## src/rtl/mcr_pkg.sv

```systemverilog
package mcr_pkg;

   typedef enum logic [1:0] {
      MIR_ONE_LO = 2'd0,
      MIR_ONE_HI = 2'd1,
      MIR_VERT   = 2'd2,
      MIR_HORIZ  = 2'd3
   } mirror_e;

   typedef enum logic [1:0] {
      REG_CHR   = 2'b00,
      REG_INNER = 2'b01,
      REG_MODE  = 2'b10,
      REG_OUTER = 2'b11
   } reg_id_e;

   localparam int MODE_W        = 6;
   localparam int MIRR_DATA_BIT = 4;
   localparam int SEL_GROUP_BIT = 7;
   localparam int SEL_INDEX_BIT = 0;

   function automatic logic is_one_screen(input mirror_e m);
      return (m == MIR_ONE_LO) || (m == MIR_ONE_HI);
   endfunction

endpackage

```

## src/rtl/mcr_bus_decode.sv

```systemverilog
module mcr_bus_decode #(
   parameter int          PAGE_W   = 4,
   parameter logic [3:0]  SEL_PAGE = 4'h5
) (
   input  logic              cpu_rw,
   input  logic [PAGE_W-1:0] cpu_addr_hi,
   output logic              sel_we,
   output logic              val_we
);
   localparam int TOP_BIT = PAGE_W - 1;

   always_comb begin
      sel_we = !cpu_rw && (cpu_addr_hi == SEL_PAGE[PAGE_W-1:0]);
      val_we = !cpu_rw && cpu_addr_hi[TOP_BIT];
   end
endmodule

```

## src/rtl/mcr_cfg_store.sv

```systemverilog
module mcr_cfg_store
   import mcr_pkg::*;
#(
   parameter int DATA_W  = 8,
   parameter int CHR_W   = 2,
   parameter int INNER_W = 4,
   parameter int OUTER_W = 6
) (
   input  logic               m2,
   input  logic               sel_we,
   input  logic               val_we,
   input  logic [DATA_W-1:0]  cpu_data,
   output logic               sel_sup,
   output logic               sel_idx,
   output logic [CHR_W-1:0]   chr_q,
   output logic [INNER_W-1:0] inner_q,
   output mirror_e            mirror_q,
   output logic [1:0]         prg_q,
   output logic [1:0]         size_q,
   output logic [OUTER_W-1:0] outer_q
);
   reg_id_e target;
   logic    user_hit;
   logic    follow_d4;
   logic    unused_data;

   assign target    = reg_id_e'({sel_sup, sel_idx});
   assign user_hit  = val_we && (target == REG_CHR || target == REG_INNER);
   assign follow_d4 = user_hit && is_one_screen(mirror_q);
   assign unused_data = ^cpu_data;

   // selector
   always_ff @(negedge m2) begin
      if (sel_we) begin
         sel_sup <= cpu_data[SEL_GROUP_BIT];
         sel_idx <= cpu_data[SEL_INDEX_BIT];
      end
   end

   // user group
   always_ff @(negedge m2) begin
      if (val_we && target == REG_CHR)
         chr_q <= cpu_data[CHR_W-1:0];
      if (val_we && target == REG_INNER)
         inner_q <= cpu_data[INNER_W-1:0];
   end

   // supervisor group
   always_ff @(negedge m2) begin
      if (val_we && target == REG_MODE) begin
         mirror_q <= mirror_e'(cpu_data[1:0]);
         prg_q    <= cpu_data[3:2];
         size_q   <= cpu_data[5:4];
      end else if (follow_d4) begin
         mirror_q <= mirror_e'({1'b0, cpu_data[MIRR_DATA_BIT]});
      end
      if (val_we && target == REG_OUTER)
         outer_q <= cpu_data[OUTER_W-1:0];
   end
endmodule

```

## src/rtl/mcr_nt_select.sv

```systemverilog
module mcr_nt_select
   import mcr_pkg::*;
(
   input  mirror_e mirror,
   input  logic    ppu_a11,
   input  logic    ppu_a10,
   output logic    ciram_a10
);
   always_comb begin
      unique case (mirror)
         MIR_ONE_LO: ciram_a10 = 1'b0;
         MIR_ONE_HI: ciram_a10 = 1'b1;
         MIR_VERT:   ciram_a10 = ppu_a10;
         MIR_HORIZ:  ciram_a10 = ppu_a11;
         default:    ciram_a10 = 1'b0;
      endcase
   end
endmodule

```

## src/rtl/mcr_cfg_regfile.sv

```systemverilog
module mcr_cfg_regfile
   import mcr_pkg::*;
#(
   parameter int DATA_W  = 8,
   parameter int PAGE_W  = 4,
   parameter int CHR_W   = 2,
   parameter int INNER_W = 4,
   parameter int OUTER_W = 6
) (
   input  logic               m2,
   input  logic               cpu_rw,
   input  logic [PAGE_W-1:0]  cpu_addr_hi,
   input  logic [DATA_W-1:0]  cpu_data,
   input  logic               ppu_a11,
   input  logic               ppu_a10,
   output logic [CHR_W-1:0]   chr_bank,
   output logic               ciram_a10,
   output logic [1:0]         mirror_mode,
   output logic [1:0]         prg_mode,
   output logic [1:0]         outer_size,
   output logic [INNER_W-1:0] inner_bank,
   output logic [OUTER_W-1:0] outer_bank
);
   if (DATA_W != 8) begin : g_bad_data
      $error("mcr_cfg_regfile: DATA_W must be 8");
   end
   if (PAGE_W != 4) begin : g_bad_page
      $error("mcr_cfg_regfile: PAGE_W must be 4");
   end
   if (OUTER_W < 4 || OUTER_W > DATA_W) begin : g_bad_outer
      $error("mcr_cfg_regfile: OUTER_W out of range");
   end
   if (INNER_W > MIRR_DATA_BIT || CHR_W > MIRR_DATA_BIT) begin : g_bad_user
      $error("mcr_cfg_regfile: user field overlaps mirroring bit");
   end

   logic    sel_we_w, val_we_w;
   logic    sel_sup_w, sel_idx_w;
   mirror_e mirror_w;

   mcr_bus_decode #(.PAGE_W(PAGE_W), .SEL_PAGE(4'h5)) u_dec (
      .cpu_rw      (cpu_rw),
      .cpu_addr_hi (cpu_addr_hi),
      .sel_we      (sel_we_w),
      .val_we      (val_we_w)
   );

   mcr_cfg_store #(
      .DATA_W(DATA_W), .CHR_W(CHR_W), .INNER_W(INNER_W), .OUTER_W(OUTER_W)
   ) u_store (
      .m2       (m2),
      .sel_we   (sel_we_w),
      .val_we   (val_we_w),
      .cpu_data (cpu_data),
      .sel_sup  (sel_sup_w),
      .sel_idx  (sel_idx_w),
      .chr_q    (chr_bank),
      .inner_q  (inner_bank),
      .mirror_q (mirror_w),
      .prg_q    (prg_mode),
      .size_q   (outer_size),
      .outer_q  (outer_bank)
   );

   mcr_nt_select u_nt (
      .mirror    (mirror_w),
      .ppu_a11   (ppu_a11),
      .ppu_a10   (ppu_a10),
      .ciram_a10 (ciram_a10)
   );

   assign mirror_mode = mirror_w;
endmodule

```

## config.mk

```make
export PLATFORM = sky130hd
export DESIGN_NAME = mcr_cfg_regfile
export DESIGN_NICKNAME = d
export VERILOG_FILES = /design/src/rtl/mcr_pkg.sv /design/src/rtl/mcr_bus_decode.sv /design/src/rtl/mcr_cfg_store.sv /design/src/rtl/mcr_nt_select.sv /design/src/rtl/mcr_cfg_regfile.sv
export SDC_FILE = /design/constraint.sdc
export NUM_CORES = 1
export LEC_CHECK = 0
export BUFFER_PORTS_ARGS = -buffer_cell sky130_fd_sc_hd__buf_2
export CAP_MARGIN = 20
export CORE_MARGIN = 4
export CORE_UTILIZATION = 43
export DETAILED_ROUTE_END_ITERATION = 16
export GPL_TIMING_DRIVEN = 1
export PLACE_DENSITY = 0.81
export SLEW_MARGIN = 15
export SYNTH_ARGS = -nofsm -noshare
export SYNTH_HDL_FRONTEND = slang
export SYNTH_SLANG_ARGS = --single-unit
```

## constraint.sdc

```tcl
create_clock -name m2 -period 1.6 [get_ports m2]
set_clock_uncertainty 0.15 [all_clocks]
set_input_delay 0.32 -clock m2 [delete_from_list [all_inputs] [get_ports m2]]
set_output_delay 0.32 -clock m2 [all_outputs]
set_load 0.05 [all_outputs]
```

== Word level (Yosys, flattened, before mapping) ==
Index checks and enable logic that the tools add are counted.

* Output and inout port bits: 19
* Bits of input ports: 16
* Word-level logic and storage cells: 32
* Bits in registers: 20

* Muxes and demuxes: 3
* Equal/unequal tests: 7
* Reduce and logical (&&, ||, !) cells: 14

{| class="wikitable"
|+ Operator list
! operator !! count
|-
| $eq A2 B2 Y1 const B || 4
|-
| $logic_and A1 B1 Y1 || 8
|-
| $eq A2 B1 Y1 const B || 2
|-
| $eq A4 B3 Y1 const B || 1
|-
| $logic_not A2 Y1 || 2
|-
| $mux W2 || 2
|-
| $pmux W1 S4 || 1
|-
| $logic_or A1 B1 Y1 || 2
|-
| $reduce_bool A2 Y1 || 1
|-
| $logic_not A1 Y1 || 1
|}

== Longest topological paths before layout ==
* Depth in word-level cells: 6
* Gate-level depth with buffers: 2
* Mapped depth without buffers: 2

== Hierarchy ==
Synthesis repeated with hierarchy kept, for this count alone.

* Cell total of the unflattened synthesis: 36
* Area total of the unflattened synthesis: 715.7 um2

{| class="wikitable"
|+ Modules (own cells, without submodules)
! module !! seq. area each (um2) !! times used !! area an instance (um2) !! cells each
|-
| mcr_cfg_store || 600.6 || 1 || 678.2 || 30
|-
| mcr_bus_decode || 0.0 || 1 || 22.5 || 3
|-
| mcr_nt_select || 0.0 || 1 || 15.0 || 3
|}

==> results.md <==
* Status: finished, violations left
* Failing checks: setup timing
* Post-DP HPWL at 1.05 mm
* Register bit total from synthesis at 20
* First-pass GRT wire length at 2.89 mm
* Nets at approximately 120
* Worst Max-Slew Pin Slew at 0.265 ns
* Total length of routed wires at around 1.7 mm
* Hold buffer count at CTS at 0
* Placed instance count at 93
* Yosys cell types at 15
* CTS tree: yes
* Post-Layout Cell Count at 118
* Initial DRC count at 15
* CP max FO at 3
* Synthesized area per cell at between 15 and 20 um2
* Die Y at 48.9 um
* CP endpoint kind: primary output
* Synth Net Count at 52
* Fraction of layout cells with a size suffix above 1 at a little under three fifths
* NetSw at between 0.0003 and 0.0004 W
* CTS Buf Count at 3
* Clk network pwr share at approximately 40%
* Placement Cell Area at between 1000 and 1500 um2
* Part of the power in registers at 50.6%
* Slowest library cell on the worst path: edfxtp_1
* Max Transition Viols Final at 0
* H-tree Lvls at 1
* Initial core utilization at between 40% and 50%
* Comb pwr share at under 10%
* Initial antenna violation count at 0
* Maximum clock path buffer count at 2
* Residual DRC count at 0
* Startpoint Class: flip-flop
* Worst-path clk slew at roughly 0.04 ns
* Final hold violations at 0
* Sw Share at 31.3%
* Seq/Total Area, Yosys at roughly 84%
* DRT antenna net count at 0
* Via density per instance at around 4.8
* Critical path buffer and inverter count at 1
* Worst EP arrival at about 2.0 ns
* Final setup viols at 41
* # diodes at 0
* Total gr overflow at 0
* Mapped Cells at 36
* Final Worst Setup Slack at -0.877 ns
* Gr usage total at ~16%
* Worst vdd ir at about 0.7 mV
* Layout area overhead at 81.0%
* Core area at approximately 1500 um2
* Syn. warnings at 0
* CTS root buffer: clkbuf_4
* Static leakage at between 0.5 and 0.6 nW
* Wire per inst at about 14 um
* Worst-path cell chain: a21oi_2 -> a31oi_4 -> buf_6
* Largest net degree at the start of global routing at 13
* Max-Slew Margin vs Limit at between 80% and 90%
* # IOs at 35
* Internal power at 0.000805 W
* Worst-Skew Late Latency at between 0.3 and 0.4 ns
* Critical Path Max Stage Delay at ~0.45 ns
* Die footprint at about 2400 um2
* Gpl congestion at around 0.70
* Critical Setup Path Class: flip-flop to primary output
* Vias at roughly 570
* Max-cap violations at 0
* RSZ-0062 raised after global routing: yes
* Power per cell area at between 900 and 1000 nW/um2
* Min Hold Slack at just under 0.6 ns
* Data required, critical path at 1.13 ns
* Cell area after synthesis at just over 700 um2
* I/O Buffers at 33
* TritonRoute pass-1 iters at 4
* Worst hold path type: flip-flop to flip-flop
* Clock sink total at 20
* Vias in the first global route at between 600 and 700
* Die outline width at approximately 50 um
* Design Area, Final at around 1300 um2
* Site Rows at 14
* Top delay family on crit path: flip-flops
## path summary, 6_finish.rpt
kind	from	end	slack (ns)	depth (start not counted)
max	u_store.mirror_q[1]	ciram_a10	-0.88	3
min	u_store.sel_idx	u_store.chr_q[1]	0.58	2
max reg2reg	u_store.mirror_q[1]	u_store.mirror_q[1]	0.11	3
min reg2reg	u_store.sel_idx	u_store.chr_q[1]	0.58	2
## tightest hold or removal path: cells and delay by family, from the launching register on
| family | cells | cell delay (ns) |
|---|---|---|
| buffers and inverters | 1 | 0.17 |
| flip-flops | 1 | 0.34 |
| AND/OR/NAND/NOR | 1 | 0.06 |
## Yosys cell counts
master | n | area (um2)
a21oi_1 | 1 | 5.00
nor3_1 | 2 | 10.0
nand4bb_1 | 1 | 11.3
inv_1 | 2 | 7.51
edfxtp_1 | 20 | 601
and4b_2 | 1 | 11.3
mux2_4 | 1 | 15.0
and4bb_4 | 1 | 16.3
nand2_1 | 1 | 3.75
a211oi_1 | 1 | 7.51
nand2b_1 | 1 | 6.26
nor2b_1 | 1 | 6.26
a31oi_1 | 1 | 6.26
nor3b_1 | 1 | 7.51
nor2_1 | 1 | 3.75
## stage by stage
| step | util (%) | TNS, ns | worst slack [ns] | total power [W] |
|---|---|---|---|---|
| floorplan | - | -12.89 | -0.879 | 0.000728 |
| global placement | 66.3 | -17.52 | -0.632 | 0.000769 |
| detailed placement | 66.3 | -17.87 | -0.647 | 0.000771 |
| CTS | 82.3 | -14.07 | -0.911 | 0.00117 |
| global route | 84.3 | -15.07 | -0.964 | 0.00127 |
| finish | 84.3 | -14.16 | -0.877 | 0.00117 |
## placed cells by master (no fill, tap or decap), drive strengths merged, types with 2 or more instances in the layout
cell type and n:
buf 43, inv 22, edfxtp 20, clkbuf 3
nor3 2
## power groups by stage
stage	Sequential [W]	Combinational, W	Clock (W)
6_report	0.000593	0.000114	0.000465
3_5_place_dp	0.000600	0.0000920	0.0000789
5_1_grt	0.000592	0.000121	0.000556
4_1_cts	0.000593	0.000108	0.000468
3_3_place_gp	0.000600	0.0000898	0.0000789
2_1_floorplan	0.000624	0.0000248	0.0000789
## final cells by class
type | count | area [um2]
clock buffer | 3 | 22.5
timing repair buffer | 43 | 390
sequential | 20 | 601
clock inverter | 21 | 81.3
tap | 16 | 20.0
inverter | 1 | 3.75
fill | 86 | 241
multi-input combinational | 14 | 181
## cells by family (layout without fill, tap and decap cells)
logic type,Yosys count,count (layout),share of synthesized area [%]
mux,1,1,2.09
flops,20,20,83.6
compound gates,3,3,2.61
buf+inv,2,68,1.05
simple gates,10,10,10.6
## per-layer routing
metal	part of all wire, %	track usage [%]	vias up
li1	-	-	276
met1	35	15.5	260
met2	56	27.6	29
met3	8.3	7.03	2
met4	0.30	6.73	0
met5	0	0	-
## sequential cells by signal (all words and copies together), names as in the netlist
| signal | flops |
|---|---|
| u_store.outer_q | 6 |
| u_store.inner_q | 4 |
| u_store.chr_q | 2 |
| u_store.mirror_q | 2 |
| u_store.prg_q | 2 |
| u_store.size_q | 2 |
| u_store.sel_idx | 1 |
| u_store.sel_sup | 1 |
## timing repair
action                                  in CTS  in global routing
endpoints found under the setup margin      41                 41
cloned                                       0                  0
buffers inserted                             0                  2
resized for setup                           44                  6
pin swaps                                    2                  1
Power figures use the tool's default switching activity.
